$ cat config.mk
export PLATFORM = sky130hd
export DESIGN_NAME = regbuf
export DESIGN_NICKNAME = d
export VERILOG_FILES = /design/src/rtl/regbuf_pkg.sv /design/src/rtl/regbuf_rst_ctl.sv /design/src/rtl/regbuf_bank.sv /design/src/rtl/regbuf_map.sv /design/src/rtl/regbuf.sv
export SDC_FILE = /design/constraint.sdc
export NUM_CORES = 1
export LEC_CHECK = 0
export BUFFER_PORTS_ARGS = -buffer_cell sky130_fd_sc_hd__buf_2
export CAP_MARGIN = 30
export CORE_ASPECT_RATIO = 1.1
export CORE_UTILIZATION = 25
export CTS_CLUSTER_DIAMETER = 200
export CTS_CLUSTER_SIZE = 8
export DETAILED_ROUTE_END_ITERATION = 8
export GPL_ROUTABILITY_DRIVEN = 0
export SLEW_MARGIN = 20
export SYNTH_ARGS = -nofsm -noshare
export SYNTH_HDL_FRONTEND = slang
export SYNTH_SLANG_ARGS = --single-unit
export TNS_END_PERCENT = 30
$ cat constraint.sdc
create_clock -name clk_i -period 2.9 [get_ports clk_i]
set_input_delay 0.145 -clock clk_i [delete_from_list [all_inputs] [get_ports clk_i]]
set_output_delay 0.145 -clock clk_i [all_outputs]
set_load 0.01 [all_outputs]
$ cat src/rtl/regbuf_pkg.sv
`timescale 1ns/1ps
package regbuf_pkg;
  localparam int unsigned WIDE_BITS = 25;
  localparam int unsigned DUP_BITS  = 14;
  localparam int unsigned CS_BITS   = 2;

  typedef enum logic [1:0] {
    MAP_WIDE  = 2'd0,
    MAP_DUP_A = 2'd1,
    MAP_DUP_B = 2'd2
  } map_mode_e;

  function automatic map_mode_e decode_mode(logic dup, logic half);
    if (!dup)     return MAP_WIDE;
    else if (half) return MAP_DUP_B;
    else          return MAP_DUP_A;
  endfunction
endpackage

$ cat src/rtl/regbuf_rst_ctl.sv
`timescale 1ns/1ps
// async assert, release arms the bank one edge later
module regbuf_rst_ctl (
  input  logic clk_i,
  input  logic rst_ni,
  output logic run_o
);
  logic run_q;
  always_ff @(posedge clk_i or negedge rst_ni) begin
    if (!rst_ni) run_q <= 1'b0;
    else         run_q <= 1'b1;
  end
  assign run_o = run_q;
endmodule

$ cat src/rtl/regbuf_bank.sv
`timescale 1ns/1ps
module regbuf_bank #(
  parameter int unsigned WIDTH   = 25,
  parameter int unsigned CS_BITS = 2
) (
  input  logic               clk_i,
  input  logic               rst_ni,
  input  logic               run_i,
  input  logic [CS_BITS-1:0] cs_n_i,
  input  logic [WIDTH-1:0]   d_i,
  output logic [WIDTH-1:0]   q_o
);
  logic             load;
  logic [WIDTH-1:0] q_q;

  // all selects high = hold
  assign load = run_i & ~(&cs_n_i);

  always_ff @(posedge clk_i or negedge rst_ni) begin
    if (!rst_ni)   q_q <= '0;
    else if (load) q_q <= d_i;
  end
  assign q_o = q_q;
endmodule

$ cat src/rtl/regbuf_map.sv
`timescale 1ns/1ps
module regbuf_map
  import regbuf_pkg::*;
#(
  parameter int unsigned WIDE_BITS = 25,
  parameter int unsigned DUP_BITS  = 14,
  localparam int unsigned OUT_BITS = 2 * DUP_BITS,
  localparam int unsigned B_BASE   = WIDE_BITS - DUP_BITS
) (
  input  map_mode_e             mode_i,
  input  logic [WIDE_BITS-1:0]  r_i,
  output logic [OUT_BITS-1:0]   q_o
);
  for (genvar j = 0; j < OUT_BITS; j++) begin : g_out
    localparam int unsigned IDX_A = j % DUP_BITS;
    localparam int unsigned IDX_B = B_BASE + j / 2;
    logic wide_bit;
    if (j < WIDE_BITS) begin : g_used
      assign wide_bit = r_i[j];
    end else begin : g_spare
      assign wide_bit = 1'b0;
    end
    always_comb begin
      unique case (mode_i)
        MAP_DUP_A: q_o[j] = r_i[IDX_A];
        MAP_DUP_B: q_o[j] = r_i[IDX_B];
        default:   q_o[j] = wide_bit;
      endcase
    end
  end
endmodule

$ cat src/rtl/regbuf.sv
`timescale 1ns/1ps
module regbuf
  import regbuf_pkg::*;
#(
  parameter int unsigned WIDE_BITS = regbuf_pkg::WIDE_BITS,
  parameter int unsigned DUP_BITS  = regbuf_pkg::DUP_BITS,
  parameter int unsigned CS_BITS   = regbuf_pkg::CS_BITS,
  localparam int unsigned OUT_BITS = 2 * DUP_BITS
) (
  input  logic                 clk_i,
  input  logic                 rst_ni,
  input  logic                 dup_mode_i,
  input  logic                 half_sel_i,
  input  logic [CS_BITS-1:0]   cs_n_i,
  input  logic [WIDE_BITS-1:0] data_i,
  output logic [OUT_BITS-1:0]  q_o
);
  logic                 run;
  logic [WIDE_BITS-1:0] bank_q;
  map_mode_e            mode;

  assign mode = decode_mode(dup_mode_i, half_sel_i);

  regbuf_rst_ctl i_rst_ctl (
    .clk_i  (clk_i),
    .rst_ni (rst_ni),
    .run_o  (run)
  );

  regbuf_bank #(
    .WIDTH   (WIDE_BITS),
    .CS_BITS (CS_BITS)
  ) i_bank (
    .clk_i  (clk_i),
    .rst_ni (rst_ni),
    .run_i  (run),
    .cs_n_i (cs_n_i),
    .d_i    (data_i),
    .q_o    (bank_q)
  );

  regbuf_map #(
    .WIDE_BITS (WIDE_BITS),
    .DUP_BITS  (DUP_BITS)
  ) i_map (
    .mode_i (mode),
    .r_i    (bank_q),
    .q_o    (q_o)
  );
endmodule

# == Word-level counts from Yosys, hierarchy flattened ==
# Cells that the tools add are included.
# op_classes
n_reduce_logical,1
mux,30
bitwise,2
n_eq_ne,2
# ops
cell,count
$pmux 1 s2,12
$mux 1,16
$mux 2,2
$eq 2x1->1 const B,1
$eq 2x2->1 const B,1
$reduce_and 2->1,1
$and 1x1->1,1
$not 1->1,1
# word_totals
out_inout_bits,28
input_bits,31
regBits,26

# == Longest topological paths before layout ==
# depth
depth_word,4
depth_mapped,4
depth_no_buf,2

# == Hierarchy ==
# A second synthesis with hierarchy kept.
# hier_totals
cells_unflattened,130
area_unflattened_um2,1447.6
# modules_own_cells
mod,seq_area_each_um2,instances,cells_each,area_each_um2
regbuf_bank,625.6,1,53,948.4
regbuf_map,0.0,1,73,454.2
regbuf_rst_ctl,25.0,1,2,28.8
regbuf,0.0,1,2,16.3

# == Worst setup path before layout ==
# OpenSTA, ideal clock, no wires.
# synth_path
path_type,register to register
start,register i_rst_ctl.run_q (netlist: i_rst_ctl.run_o)
end,register i_bank.q_q[0] (netlist: i_bank.q_o[0])
setup_ns,0.125
required_time_ns,2.775
stages_incl_launch_ff,4
period_less_slack_ns,1.178
slack_ns,1.722
arrival_ns,1.053
cell_sequence,dfrtp_1 > a21boi_4 > buf_6 > mux2_2
# synth_between
elab_chain_len,1
# synth_rtl
element,line,rtl
start: declaration,regbuf_rst_ctl.sv:8,logic run_q;
start signal: assignment,regbuf_rst_ctl.sv:10,if (!rst_ni) run_q <= 1'b0;
start signal: assignment,regbuf_rst_ctl.sv:11,else run_q <= 1'b1;
$and 1x1->1,regbuf_bank.sv:17,assign load = run_i & ~(&cs_n_i);
end signal: assignment,regbuf_bank.sv:21,else if (load) q_q <= d_i;
end: declaration,regbuf_bank.sv:14,logic [WIDTH-1:0] q_q;
# No other way between the ends.
# A chain may end at the register's enable or synchronous reset.

# == Worst setup path in the final report ==
# layout_path
start,input half_sel_i
end,output q_o[1]
# layout_between
elab_chain_len,4
# layout_rtl
element,line,rtl
start: declaration,regbuf.sv:13,"input logic half_sel_i,"
$mux 2,regbuf_pkg.sv:15,else if (half) return MAP_DUP_B;
$mux 2,regbuf_pkg.sv:14,if (!dup) return MAP_WIDE;
$eq 2x2->1,regbuf_map.sv:24,unique case (mode_i)
$mux 1,regbuf_map.sv:24,
end: declaration,regbuf.sv:16,output logic [OUT_BITS-1:0] q_o
# No other way between the ends.

==> results.py <==
metrics = {
    "critical_path": {
        "slowest_stage": "nand2_1",
        "r2r_setup_slack_ns": 1.35,
        "cp.required_ns": 2.76,
        "r2r-end": "i_bank.q_o[11]",
        "r2r_cells": 2,
        "crit_buf_inv": 2,
        "slowest_delay_ns": 0.44,
        "crit_chain": "buf_2, nand2_1, a21o_1, buf_2",
        "arrival_ns": 1.43,
        "r2r-start": "i_rst_ctl.run_o",
        "crit_family": "buffers and inverters",
        "path_class": "input port to output pin",
        "worst_path_most_repeated_cell": "buf_2",
        "worst_setup_path_start_kind": "input port",
        "worstPathMaxFanout": 22,
        "end_kind": "output pin",
    },
    "status": {
        "status": "completed",
    },
    "die": {
        "initial_core_util_pct": 26.0,
        "ios": 59,
        "die_area_um2": 5920,
        "die_h_um": 80.6,
        "die_w_um": 73.5,
        "core-area_um2": 5400,
        "rows": 28,
    },
    "pwr": {
        "powerDensity_nw_per_um2": 526,
        "total_power_w": 0.000947,
        "power.leakage_nw": 0.938,
        "irDropWorstVdd_mv": 0.195,
    },
    "routing": {
        "via_per_inst": 4.49,
        "first_iter_violations": 43,
        "postRouteAntennaNets": 0,
        "drc_errors": 0,
        "via_count": 1123,
        "first_pass_iters": 4,
        "drt-total-wl_um": 3460,
        "detail_route.wl_per_cell_um": 13.9,
    },
    "cts": {
        "clock_path_buffers": 2,
        "clkLatencyLatePin_ns": 0.27,
        "post_cts_buffers": 0,
        "cts_num_sinks": 26,
        "clkSlewWorstSetupHoldPaths_ns": 0.09,
        "cts-root-buf": "clkbuf_8",
        "htreeDepth": 1,
        "numCtsBuffers": 3,
        "cts_tree": "built",
    },
    "logic_synthesis": {
        "synthesis.area_um2": 1410,
        "syn_area_per_cell_um2": 11.7,
        "synth_edf_count": 0,
        "ys_ff_latch": 26,
        "netlist_instances": 120,
        "synth_top_area_share_pct": 46.3,
        "ys_seq_area_share_pct": 46.3,
        "yosysTopAreaCell": "dfrtp_1",
        "ys.flop_type": "dfrtp_1",
        "synthTopCellsByArea": "dfrtp_1 (46%), mux2_2 (21%), a21o_1 (7.5%), mux2i_1 (7.1%), a21oi_1 (3.2%)",
        "ys_warn_count": 0,
        "async_reset_ff_share_pct": 100,
        "netlist_top_cells_count": "dfrtp_1 (26), mux2_2 (26), a21o_1 (14), mux2i_1 (10)",
        "synth_nets": 151,
        "ys_types": 18,
    },
    "global_route": {
        "grt_pass1_wl_um": 5450,
        "grt_max_degree": 31,
        "grt_overflow": 0,
        "grt_use_total_pct": 12.1,
        "grt_pass1_vias": 1102,
        "antenna_found_initial": 0,
    },
    "sta": {
        "rsz0062_at_grt": "false",
        "post-route-period-util_pct": 54.3,
        "setup_viol": 0,
        "worst_pin_slew_ns": 0.857,
        "fin_tns_setup_ns": 0,
        "skew_ns": 0.00150,
        "min_period_ns": 1.58,
        "timing.final.max_slew_violations": 0,
        "slew_headroom_pct": 42.7,
        "clock.fmax_mhz": 635,
        "hold_viol": 0,
    },
    "min_path": {
        "min_from": "data_i[21]",
        "hold_end": "i_bank.q_o[21]",
        "hold_class": "input port to flop",
        "hold_depth": 2,
    },
    "final_layout": {
        "drive_gt1_share_pct": 50.9,
        "nFillCells": 570,
        "diodes": 0,
        "synthToLayoutAreaGrowth_pct": 28.2,
        "nets": 207,
    },
    "placement": {
        "io_buffers": 58,
        "hpwlAfterDp_um": 2530,
    },
    "job": {
        "maxCapViolCount": 0,
    },
}
where the power goes:
group / internal [W] / switching [W]
combinational: 0.000138 / 0.000124
clock: 0.000121 / 0.000115
sequential: 0.000409 / 0.0000398
total: 0.000668 / 0.000279
layout make-up:
type	instances	area, µm²	share of cell area, %
Sequential cell	26	651	36.1
Tap cell	75	93.8	5.21
Timing Repair Buffer	59	300	16.7
Multi-Input combinational cell	86	702	39.0
Clock buffer	4	55.1	3.06
cell families (layout without fill, tap and decap cells):
family,after synthesis,in the layout,share of synthesized area (%)
multiplexers,37,37,28.8
AND/OR/NAND/NOR,22,22,7.84
AO/OA/AOI/OAI,26,26,13.1
buffers and inverters,8,63,3.74
other,1,1,0.267
flip-flops,26,26,46.3
how the worst max path moves through the flow:
stage	startpoint	cells after the start	endpoint
floorplan	i_rst_ctl.run_o	3	i_bank.q_o[0]
global placement	half_sel_i	4	q_o[1]
detailed placement	half_sel_i	4	q_o[1]
CTS	half_sel_i	4	q_o[1]
global route	half_sel_i	4	q_o[1]
finish	half_sel_i	4	q_o[1]
repair_timing:
item / in CTS / in global routing
endpoints found under the hold margin: 26 / 0
gates resized for setup: 0 / 0
hold buffers: 1 / 0
flip-flops by register name, indices dropped and copies added (netlist names):
name	flops
i_bank.q_o	25
i_rst_ctl.run_o	1
stage by stage:
| stage | cell area (µm²) | hold WS, ns | util [%] | setup slack [ns] | std cells |
|---|---|---|---|---|---|
| global route | 1800 | 0.0930 | 33.4 | 1.21 | 250 |
| global placement | 1740 | 0.184 | 32.2 | 1.32 | 245 |
| floorplan | 1410 | -0.151 | - | 1.72 | 120 |
| CTS | 1800 | 0.0900 | 33.4 | 1.31 | 250 |
| detailed placement | 1740 | 0.189 | 32.2 | 1.31 | 245 |
| finish | 1800 | 0.0956 | 33.4 | 1.32 | 250 |
layer usage:
layer | track usage, % | part of all wire, % | vias to the layer above
met5 | 0 | 0 | -
met4 | 4.04 | 0.98 | 0
met3 | 1.38 | 3.1 | 4
met2 | 19.7 | 49 | 30
met1 | 16.5 | 47 | 548
li1 | - | - | 541
layout by cell type, fill, tap and decap left out, types with 2 or more instances in the layout:
master and instances:
a21boi_0 2, clkbuf_8 4, and3_1 7, buf_2 58, a21oi_1 9, dfrtp_1 26
nand2b_1 3, a21o_1 14, mux2i_1 10, nor2_1 9, nand2_1 2, mux2_2 26
Note: power is estimated with default switching activity, not from simulation.
